[src/rtl/main_pwr_seq_pkg.sv]
package main_pwr_seq_pkg;

  typedef enum logic [3:0] {
    PS_ACTIVE            = 4'd0,
    PS_EARLY_ISO         = 4'd1,
    PS_ISO               = 4'd2,
    PS_FLASH_PREP        = 4'd3,
    PS_POWER_OFF         = 4'd4,
    PS_POWER_ON_WAIT     = 4'd5,
    PS_RESET_RELEASE     = 4'd6,
    PS_ISO_RELEASE       = 4'd7,
    PS_EARLY_ISO_RELEASE = 4'd8
  } pwr_state_e;

  typedef struct packed {
    logic early_iso;
    logic iso;
    logic pwr_on;
    logic rst_n;
  } pwr_ctl_t;

endpackage

[src/rtl/main_pwr_seq_timer.sv]
module main_pwr_seq_timer #(
  parameter int W = 8
) (
  input  logic         clk_i,
  input  logic         rst_ni,
  input  logic         load_i,
  input  logic [W-1:0] load_val_i,
  output logic         done_o
);

  logic [W-1:0] cnt_q;

  // Counts down to zero and stays there until the next load.
  always_ff @(posedge clk_i or negedge rst_ni) begin
    if (!rst_ni)                cnt_q <= '0;
    else if (load_i)            cnt_q <= load_val_i;
    else if (cnt_q != '0)       cnt_q <= cnt_q - 1'b1;
  end

  assign done_o = (cnt_q == '0);

endmodule

[src/rtl/main_pwr_seq_fsm.sv]
module main_pwr_seq_fsm
  import main_pwr_seq_pkg::*;
#(
  parameter int LEAD = 1,
  parameter int LAG  = 1,
  parameter int HOLD = 1,
  parameter int TOUT = 40,
  parameter int W    = 8
) (
  input  logic         clk_i,
  input  logic         rst_ni,
  input  logic         sleep_req_i,
  input  logic         wake_req_i,
  input  logic         pwr_good_i,
  input  logic         flash_ready_i,
  input  logic         tmr_done_i,
  output logic         tmr_load_o,
  output logic [W-1:0] tmr_val_o,
  output pwr_state_e   state_o,
  output logic         err_o
);

  pwr_state_e state_q, state_d;
  logic       wake_pend_q;
  logic       err_q;

  always_comb begin
    state_d = state_q;
    unique case (state_q)
      PS_ACTIVE:            if (sleep_req_i)   state_d = PS_EARLY_ISO;
      PS_EARLY_ISO:         if (tmr_done_i)    state_d = PS_ISO;
      PS_ISO:                                  state_d = PS_FLASH_PREP;
      PS_FLASH_PREP:        if (flash_ready_i) state_d = PS_POWER_OFF;
      PS_POWER_OFF:         if (wake_pend_q)   state_d = PS_POWER_ON_WAIT;
      PS_POWER_ON_WAIT:     if (pwr_good_i)    state_d = PS_RESET_RELEASE;
      PS_RESET_RELEASE:     if (tmr_done_i)    state_d = PS_ISO_RELEASE;
      PS_ISO_RELEASE:       if (tmr_done_i)    state_d = PS_EARLY_ISO_RELEASE;
      PS_EARLY_ISO_RELEASE:                    state_d = PS_ACTIVE;
      default:                                 state_d = PS_ACTIVE;
    endcase
  end

  // The timer restarts on every state change. The window it loads
  // depends on the state being entered.
  always_comb begin
    tmr_load_o = (state_d != state_q);
    unique case (state_d)
      PS_EARLY_ISO:                       tmr_val_o = W'(LEAD - 1);
      PS_POWER_OFF, PS_POWER_ON_WAIT:     tmr_val_o = W'(TOUT - 1);
      PS_RESET_RELEASE:                   tmr_val_o = W'(HOLD - 1);
      PS_ISO_RELEASE:                     tmr_val_o = W'(LAG - 1);
      default:                            tmr_val_o = '0;
    endcase
  end

  always_ff @(posedge clk_i or negedge rst_ni) begin
    if (!rst_ni) begin
      state_q     <= PS_ACTIVE;
      wake_pend_q <= 1'b0;
      err_q       <= 1'b0;
    end else begin
      state_q <= state_d;
      if (state_q == PS_ACTIVE || (state_q == PS_POWER_OFF && wake_pend_q))
        wake_pend_q <= 1'b0;
      else if (wake_req_i)
        wake_pend_q <= 1'b1;
      if (state_q == PS_ACTIVE && sleep_req_i)
        err_q <= 1'b0;
      else if (tmr_done_i &&
               ((state_q == PS_POWER_OFF && pwr_good_i) ||
                (state_q == PS_POWER_ON_WAIT && !pwr_good_i)))
        err_q <= 1'b1;
    end
  end

  assign state_o = state_q;
  assign err_o   = err_q;

endmodule

[src/rtl/main_pwr_seq_decode.sv]
module main_pwr_seq_decode
  import main_pwr_seq_pkg::*;
(
  input  pwr_state_e state_i,
  output pwr_ctl_t   ctl_o
);

  always_comb begin
    unique case (state_i)
      PS_ACTIVE, PS_EARLY_ISO_RELEASE: ctl_o = '{early_iso: 1'b0, iso: 1'b0, pwr_on: 1'b1, rst_n: 1'b1};
      PS_EARLY_ISO, PS_ISO_RELEASE:    ctl_o = '{early_iso: 1'b1, iso: 1'b0, pwr_on: 1'b1, rst_n: 1'b1};
      PS_ISO, PS_FLASH_PREP,
      PS_RESET_RELEASE:                ctl_o = '{early_iso: 1'b1, iso: 1'b1, pwr_on: 1'b1, rst_n: 1'b1};
      PS_POWER_OFF:                    ctl_o = '{early_iso: 1'b1, iso: 1'b1, pwr_on: 1'b0, rst_n: 1'b0};
      PS_POWER_ON_WAIT:                ctl_o = '{early_iso: 1'b1, iso: 1'b1, pwr_on: 1'b1, rst_n: 1'b0};
      default:                         ctl_o = '{early_iso: 1'b0, iso: 1'b0, pwr_on: 1'b1, rst_n: 1'b1};
    endcase
  end

endmodule

[src/rtl/main_pwr_seq.sv]
module main_pwr_seq
  import main_pwr_seq_pkg::*;
#(
  parameter int ISO_LEAD_CYC    = 1,
  parameter int ISO_LAG_CYC     = 1,
  parameter int RST_HOLD_CYC    = 2,
  parameter int PWR_TIMEOUT_CYC = 40
) (
  input  logic       clk_i,
  input  logic       rst_ni,
  input  logic       sleep_req_i,
  input  logic       wake_req_i,
  input  logic       pwr_good_i,
  input  logic       flash_ready_i,
  output logic       early_iso_o,
  output logic       iso_o,
  output logic       pwr_on_o,
  output logic       main_rst_no,
  output logic [3:0] state_o,
  output logic       timeout_err_o
);

  localparam int LEAD  = (ISO_LEAD_CYC    < 1) ? 1 : ISO_LEAD_CYC;
  localparam int LAG   = (ISO_LAG_CYC     < 1) ? 1 : ISO_LAG_CYC;
  localparam int HOLD  = (RST_HOLD_CYC    < 1) ? 1 : RST_HOLD_CYC;
  localparam int TOUT  = (PWR_TIMEOUT_CYC < 1) ? 1 : PWR_TIMEOUT_CYC;
  localparam int MAX_A = (LEAD > LAG) ? LEAD : LAG;
  localparam int MAX_B = (HOLD > TOUT) ? HOLD : TOUT;
  localparam int MAXV  = (MAX_A > MAX_B) ? MAX_A : MAX_B;
  localparam int TW    = $clog2(MAXV + 1);

  logic          tmr_load, tmr_done;
  logic [TW-1:0] tmr_val;
  pwr_state_e    state;
  pwr_ctl_t      ctl;

  main_pwr_seq_timer #(.W(TW)) u_timer (
    .clk_i      (clk_i),
    .rst_ni     (rst_ni),
    .load_i     (tmr_load),
    .load_val_i (tmr_val),
    .done_o     (tmr_done)
  );

  main_pwr_seq_fsm #(
    .LEAD (LEAD), .LAG (LAG), .HOLD (HOLD), .TOUT (TOUT), .W (TW)
  ) u_fsm (
    .clk_i         (clk_i),
    .rst_ni        (rst_ni),
    .sleep_req_i   (sleep_req_i),
    .wake_req_i    (wake_req_i),
    .pwr_good_i    (pwr_good_i),
    .flash_ready_i (flash_ready_i),
    .tmr_done_i    (tmr_done),
    .tmr_load_o    (tmr_load),
    .tmr_val_o     (tmr_val),
    .state_o       (state),
    .err_o         (timeout_err_o)
  );

  main_pwr_seq_decode u_dec (
    .state_i (state),
    .ctl_o   (ctl)
  );

  assign early_iso_o = ctl.early_iso;
  assign iso_o       = ctl.iso;
  assign pwr_on_o    = ctl.pwr_on;
  assign main_rst_no = ctl.rst_n;
  assign state_o     = state;

endmodule

[config.mk]
export PLATFORM = sky130hd
export DESIGN_NAME = main_pwr_seq
export DESIGN_NICKNAME = d
export VERILOG_FILES = /design/src/rtl/main_pwr_seq_pkg.sv /design/src/rtl/main_pwr_seq_timer.sv /design/src/rtl/main_pwr_seq_fsm.sv /design/src/rtl/main_pwr_seq_decode.sv /design/src/rtl/main_pwr_seq.sv
export SDC_FILE = /design/constraint.sdc
export NUM_CORES = 1
export LEC_CHECK = 0
export ABC_AREA = 1
export ABC_CLOCK_PERIOD_IN_PS = 1600
export BUFFER_PORTS_ARGS = -buffer_cell sky130_fd_sc_hd__buf_2
export CAP_MARGIN = 20
export CELL_PAD_IN_SITES_DETAIL_PLACEMENT = 1
export CELL_PAD_IN_SITES_GLOBAL_PLACEMENT = 2
export CORE_ASPECT_RATIO = 1.5
export CORE_UTILIZATION = 28
export CTS_BUF_LIST = sky130_fd_sc_hd__clkbuf_4
export CTS_CLUSTER_DIAMETER = 40
export DETAILED_ROUTE_END_ITERATION = 7
export PLACE_DENSITY_LB_ADDON = 0.05
export SYNTH_ARGS = -nofsm -noshare
export SYNTH_HDL_FRONTEND = slang
export SYNTH_SLANG_ARGS = --single-unit
[constraint.sdc]
create_clock -name clk_i -period 1.6 [get_ports clk_i]
set_input_delay 0.08 -clock clk_i [delete_from_list [all_inputs] [get_ports clk_i]]
set_output_delay 0.08 -clock clk_i [all_outputs]
set_load 0.005 [all_outputs]
-- Yosys cells after proc, flatten, opt, wreduce, memory -nomap -nowiden
Memory sizes are Yosys's and may differ from the RTL's.
Cells that the tools add are included.
- add/sub/neg operators: 1
- multiply operators: 0
- divide/modulo/power cells: 0
- $lt $le $gt $ge: 0
- equal/unequal tests: 11
- shifts and indexed selects: 0
- muxes and demuxes: 15
- bitwise logic cells: 0
- reduce and logical (&&, ||, !) cells: 15
- operators by type and width (kind ; number):
    4-bit case mux with 8 select lines ; 1
    4-bit by 3-bit equality test with 1-bit output (second input constant) ; 7
    4-bit two-way mux ; 7
    6-bit two-way mux ; 2
    6-bit case mux with 2 select lines ; 1
    4-bit by 2-bit equality test with 1-bit output (second input constant) ; 2
    6-bit zero test ; 1
    2-bit nonzero test ; 3
    6-bit nonzero test ; 1
    6-bit by 1-bit subtractor with 6-bit output (second input constant) ; 1
    1-bit logical AND ; 5
    4-bit by 1-bit equality test with 1-bit output (second input constant) ; 1
    4-bit zero test ; 1
    1-bit two-way mux ; 4
    4-bit != test ; 1
    1-bit logical OR ; 2
    2-bit OR reduction ; 1
    1-bit zero test ; 1
- register bits after elaboration: 12
- latch bits: 0
- memory bits (writable): 0
- ROM bits: 64
- output and inout bits: 9
- logic and storage cells: 47
- memories kept: 1
- memories (name ; depth ; width ; rd ports ; clocked after memory_dff ; write ports ; line ; text):
    (no name shown) ; 16 ; 4 ; 1 ; 0 ; 0 ; main_pwr_seq_decode.sv:9 ; unique case (state_i)

-- Longest topological paths before layout
- depth in word-level cells: 7
- mapped depth: 12
- mapped depth without buffers: 12

-- By module
Synthesis repeated with hierarchy kept, for this count alone.
- cell total of the unflattened synthesis: 127
- area, all modules: 903.4 um^2
- by module, submodules not included (module ; instances ; cells each ; area each (um^2) ; sequential area each (um^2)):
    main_pwr_seq_fsm ; 1 ; 61 ; 442.9 ; 150.1
    main_pwr_seq_timer ; 1 ; 55 ; 412.9 ; 150.1
    main_pwr_seq_decode ; 1 ; 11 ; 47.5 ; 0.0

-- Worst setup path after synthesis
No wires, ideal clock.
- path kind: reg-to-reg
- start point: register u_timer.cnt_q[0]
- end point: register u_timer.cnt_q[2]
- library setup time: 0.123 ns
- arrival time: 1.476 ns
- slack: 0.002 ns
- cell stages (with the launch flop): 13
- path buffers: 0
- period minus slack after synthesis: 1.598 ns
- cell sequence: dfrtp_1 > inv_1 > ha_1 > nand2_1 > nor2_4 > nand2_1 > nand2_1 > nor2_2 > nand2_2 > nand2_2 > nand3_2 > nor2_1 > a21oi_1
- cells in the longest elaborated chain, start to end: 7
- ends and longest elaborated chain (element ; line ; text):
    start, declared ; main_pwr_seq_timer.sv:11 ; logic [W-1:0] cnt_q;
    start signal, assigned ; main_pwr_seq_timer.sv:16 ; else if (load_i) cnt_q <= load_val_i;
    start signal, assigned ; main_pwr_seq_timer.sv:17 ; else if (cnt_q != '0) cnt_q <= cnt_q - 1'b1;
    6-bit zero test (*) ; main_pwr_seq_timer.sv:20 ; assign done_o = (cnt_q == '0);
    4-bit two-way mux (on tied branches) ; main_pwr_seq_fsm.sv:37, main_pwr_seq_fsm.sv:31, main_pwr_seq_fsm.sv:36 ;
    4-bit case mux with 8 select lines (*) ; main_pwr_seq_fsm.sv:29 ; unique case (state_q)
    via u_fsm.state_d[0] ; main_pwr_seq_fsm.sv:23 ; pwr_state_e state_q, state_d;
    4-bit by 3-bit equality test with 1-bit output ; main_pwr_seq_fsm.sv:47 ; unique case (state_d)
    2-bit OR reduction ; main_pwr_seq_fsm.sv:47 ;
    6-bit case mux with 2 select lines ; main_pwr_seq_fsm.sv:47 ;
    6-bit two-way mux ; main_pwr_seq_timer.sv:16 ;
Mark *: on every way through the listed nets, which the timed path passes. The rest lies on a longest branch. The select of a mux whose other input is x is not followed.
A chain may end at the register's enable or synchronous reset.

-- Worst setup path in the final report
Same ends and word-level chain as after synthesis.

==> summary.txt <==
Run status
  • Status: finished, violations left
  • Violated checks: negative setup slack

Route
  • Final ANT Viol Nets: 0
  • Vias per inst: 4.768
  • DRC: 0
  • Pre-Repair DR Iteration Count: 4
  • Routed len/inst: 14.04 um
  • Via count: 925
  • 1st-iter DRT viols: 9
  • Post-Route WL: 2.724 mm

Synth
  • Synth top area cells: dfrtp_1 (39%), nand2_1 (12%), inv_1 (5.8%)
  • Top cell type's share of synthesized area: 0.3859
  • Yosys warnings: 0
  • Post-Syn Area: 778.2 um^2
  • FF+latch count, synth: 12
  • Synth Instances: 106
  • Post-synthesis cell type count: 23
  • Sequential area share after synthesis: 0.3859
  • Synthesized Nets: 113
  • Yosys top cell by area: dfrtp_1
  • Post-Syn Area per Cell: 7.342 um^2

GRT
  • Gr usage total: 0.1976
  • Number of global-route vias before repair: 970
  • First-pass GRT wire length: 4.319 mm
  • Largest net degree at the start of global routing: 13
  • GRT overflow: 0
  • Antenna violations before repair: 0

STA
  • # setup viols final: 4
  • Max-slew headroom: 0.8050
  • Final hold vios: 0
  • RSZ-0062 raised after global routing: true
  • Period utilisation layout: 1.042
  • F_max: 0.6000 GHz
  • Clock skew: 9.707 ps
  • Worst Max-Slew Pin Slew: 292.5 ps
  • Post-route minimum period: 1667 ps
  • Max-slew violation count: 0
  • Final WS setup: -66.65 ps

Setup path
  • Startpoint types: flop
  • Worst Setup End Kind: flop
  • Worst Setup Path Type: flop to flop
  • CP Max Fanout: 4
  • Worst Path Required: 1800 ps
  • Worst Path Arrival: 1870 ps

Die
  • Chip height: 66.57 um
  • Die W: 45.05 um
  • # IOs: 15
  • Initial Util: 0.2940
  • Core footprint: 2648 um^2
  • Die Area: 2999 um^2
  • Row cnt: 23

Finish
  • Final Util: 0.5009
  • Antenna Diode Count: 0
  • Share of cells above drive strength 1: 0.5478
  • P&R area growth vs syn: 70.42%
  • Final instance area: 1326 um^2
  • Nets: 165

Clock network
  • Clock transition at the registers of the reported paths: 90 ps
  • Clk sink count: 12
  • Root buf cell: clkbuf_4
  • TritonCTS clock tree: yes
  • Htree depth: 1
  • Later-pin clock latency in the skew report: 290 ps
  • Clock buffer depth: 2
  • Cts bufs inserted: 3

Power and ir drop
  • Peak supply drop: 0.001061 V
  • Power per cell area: 2558 nW/um^2
  • Power Total: 3.393 mW
  • Static leakage: 0.6753 nW

Placement
  • Post-detail-place hpwl: 2.085 mm
  • Area after DPL: 1090 um^2
  • Placer Congestion: 0.7974
  • I/O Buffers: 14

Run
  • MaxCap Viol Count: 0

Min path
  • HP Class: input pin to flop
state kept, by name, summed over array words and instances (netlist names):
| name | count |
|---|---|
| u_fsm.wake_pend_q | 1 |
| u_fsm.err_o | 1 |
| u_timer.cnt_q | 6 |
| u_fsm.state_o | 4 |
critical path: stages, from the launching register on:
cell and delay [ps]:
dfrtp_1 400, inv_2 80, ha_4 170, nand3_4 100
nand2_2 80, nand2_2 60, nor2_4 170, nand2_4 90
nand2_4 80, buf_6 90, nand4_1 80, a21oi_1 170
metrics by stage:
stage / hold WS, ps / setup WS, ps / TNS, ps / std cells
2_1_floorplan: -215.6 / 1.505 / 0 / 106
3_3_place_gp: -20.94 / -51.63 / -182.4 / 183
3_5_place_dp: -18.52 / -110.1 / -381.5 / 183
4_1_cts: 99.93 / -35.11 / -104.6 / 192
5_1_grt: 127.3 / -151.3 / -672.6 / 194
6_report: 84.85 / -66.65 / -129.4 / 194
where the power goes:
| part | internal, mW | switching [mW] |
|---|---|---|
| combinational | 1.23 | 1.36 |
| clock | 0.0906 | 0.120 |
| sequential | 0.448 | 0.138 |
cells by family (layout without fill, tap and decap cells):
kind of cell               after synthesis  after routing  share of synthesized area
buffers and inverters                   14             65                    0.06752
DFF                                     12             12                     0.3859
xor gates and xnor gates                 4              4                    0.04502
and+or+nand+nor                         63             63                     0.4019
AOI/OAI and AO/OA                       12             12                    0.08361
adders and majority gates                1              1                    0.01607
placed cells by master (no fill, tap or decap):
cell           netlist  final
nor2_1              11      4
a31oi_1              1      1
dfrtp_2              0      1
ha_4                 0      1
nand3_1              6      5
nor2_2               2      5
buf_2                0     14
dfrtp_1             12     11
nor3_2               0      2
nand3_4              0      2
inv_2                2      6
o21ai_0              2      2
nand3b_1             1      1
buf_6                0      1
o31ai_4              0      1
nand2_4              0      5
nand2_2              4      6
dlygate4sd3_1        0      2
a21oi_1              7      7
nor2_4               2      6
inv_1               12      8
nand3_2              2      1
clkinv_1             0      1
buf_4                0     30
xnor2_1              1      1
o22ai_1              1      1
nor3_4               0      1
xor2_1               3      3
or2_2                1      1
or3_1                1      1
nand4_1              5      5
nor3_1               4      1
nand2_1             24     17
clkbuf_4             0      3
repair_timing:
action / in CTS / in global routing
cloned: 0 / 0
hold buffers: 2 / 0
pin swaps: 9 / 11
resized for setup: 25 / 15
buffers inserted: 3 / 2
setup endpoints to repair: 6 / 7
hold endpoints to repair: 13 / 0
per-layer routing:
layer,global-route usage,share of wire
met2,0.3895,0.59
met3,0.01626,0.017
met5,0,0
met4,0.07576,0.029
met1,0.2010,0.36
cell usage after synthesis, drive strengths merged:
cell and count:
dfrtp 12, xor2 3, o31ai 1, nand2 28, a21oi 7, nor2 15
inv 14, a31oi 1, or2 1, nand3 8, xnor2 1, nand4 5
or3 1, o22ai 1, nand3b 1, nor3 4, ha 1, o21ai 2
path summary, 6_finish.rpt:
check	end	depth (start not counted)	start	slack [ps]
min in group asynchronous	u_fsm.state_o[1]	2	rst_ni	200
worst max-delay path	u_timer.cnt_q[2]	11	u_timer.cnt_q[0]	-70
worst max register to register	u_timer.cnt_q[2]	11	u_timer.cnt_q[0]	-70
max in group asynchronous	u_fsm.state_o[0]	2	rst_ni	1150
worst min-delay path	u_fsm.wake_pend_q	3	wake_req_i	80
worst min register to register	u_fsm.wake_pend_q	1	u_fsm.wake_pend_q	490
cell type report:
class	count	area, um^2
Inverter	14	52.55
Sequential cell	12	301.5
Fill cell	342	1321
Multi-Input combinational cell	80	573.1
Timing Repair Buffer	47	326.6
Clock inverter	1	3.754
Tap cell	37	46.29
Clock buffer	3	22.52
No activity file was read; power rests on OpenSTA's default activity.
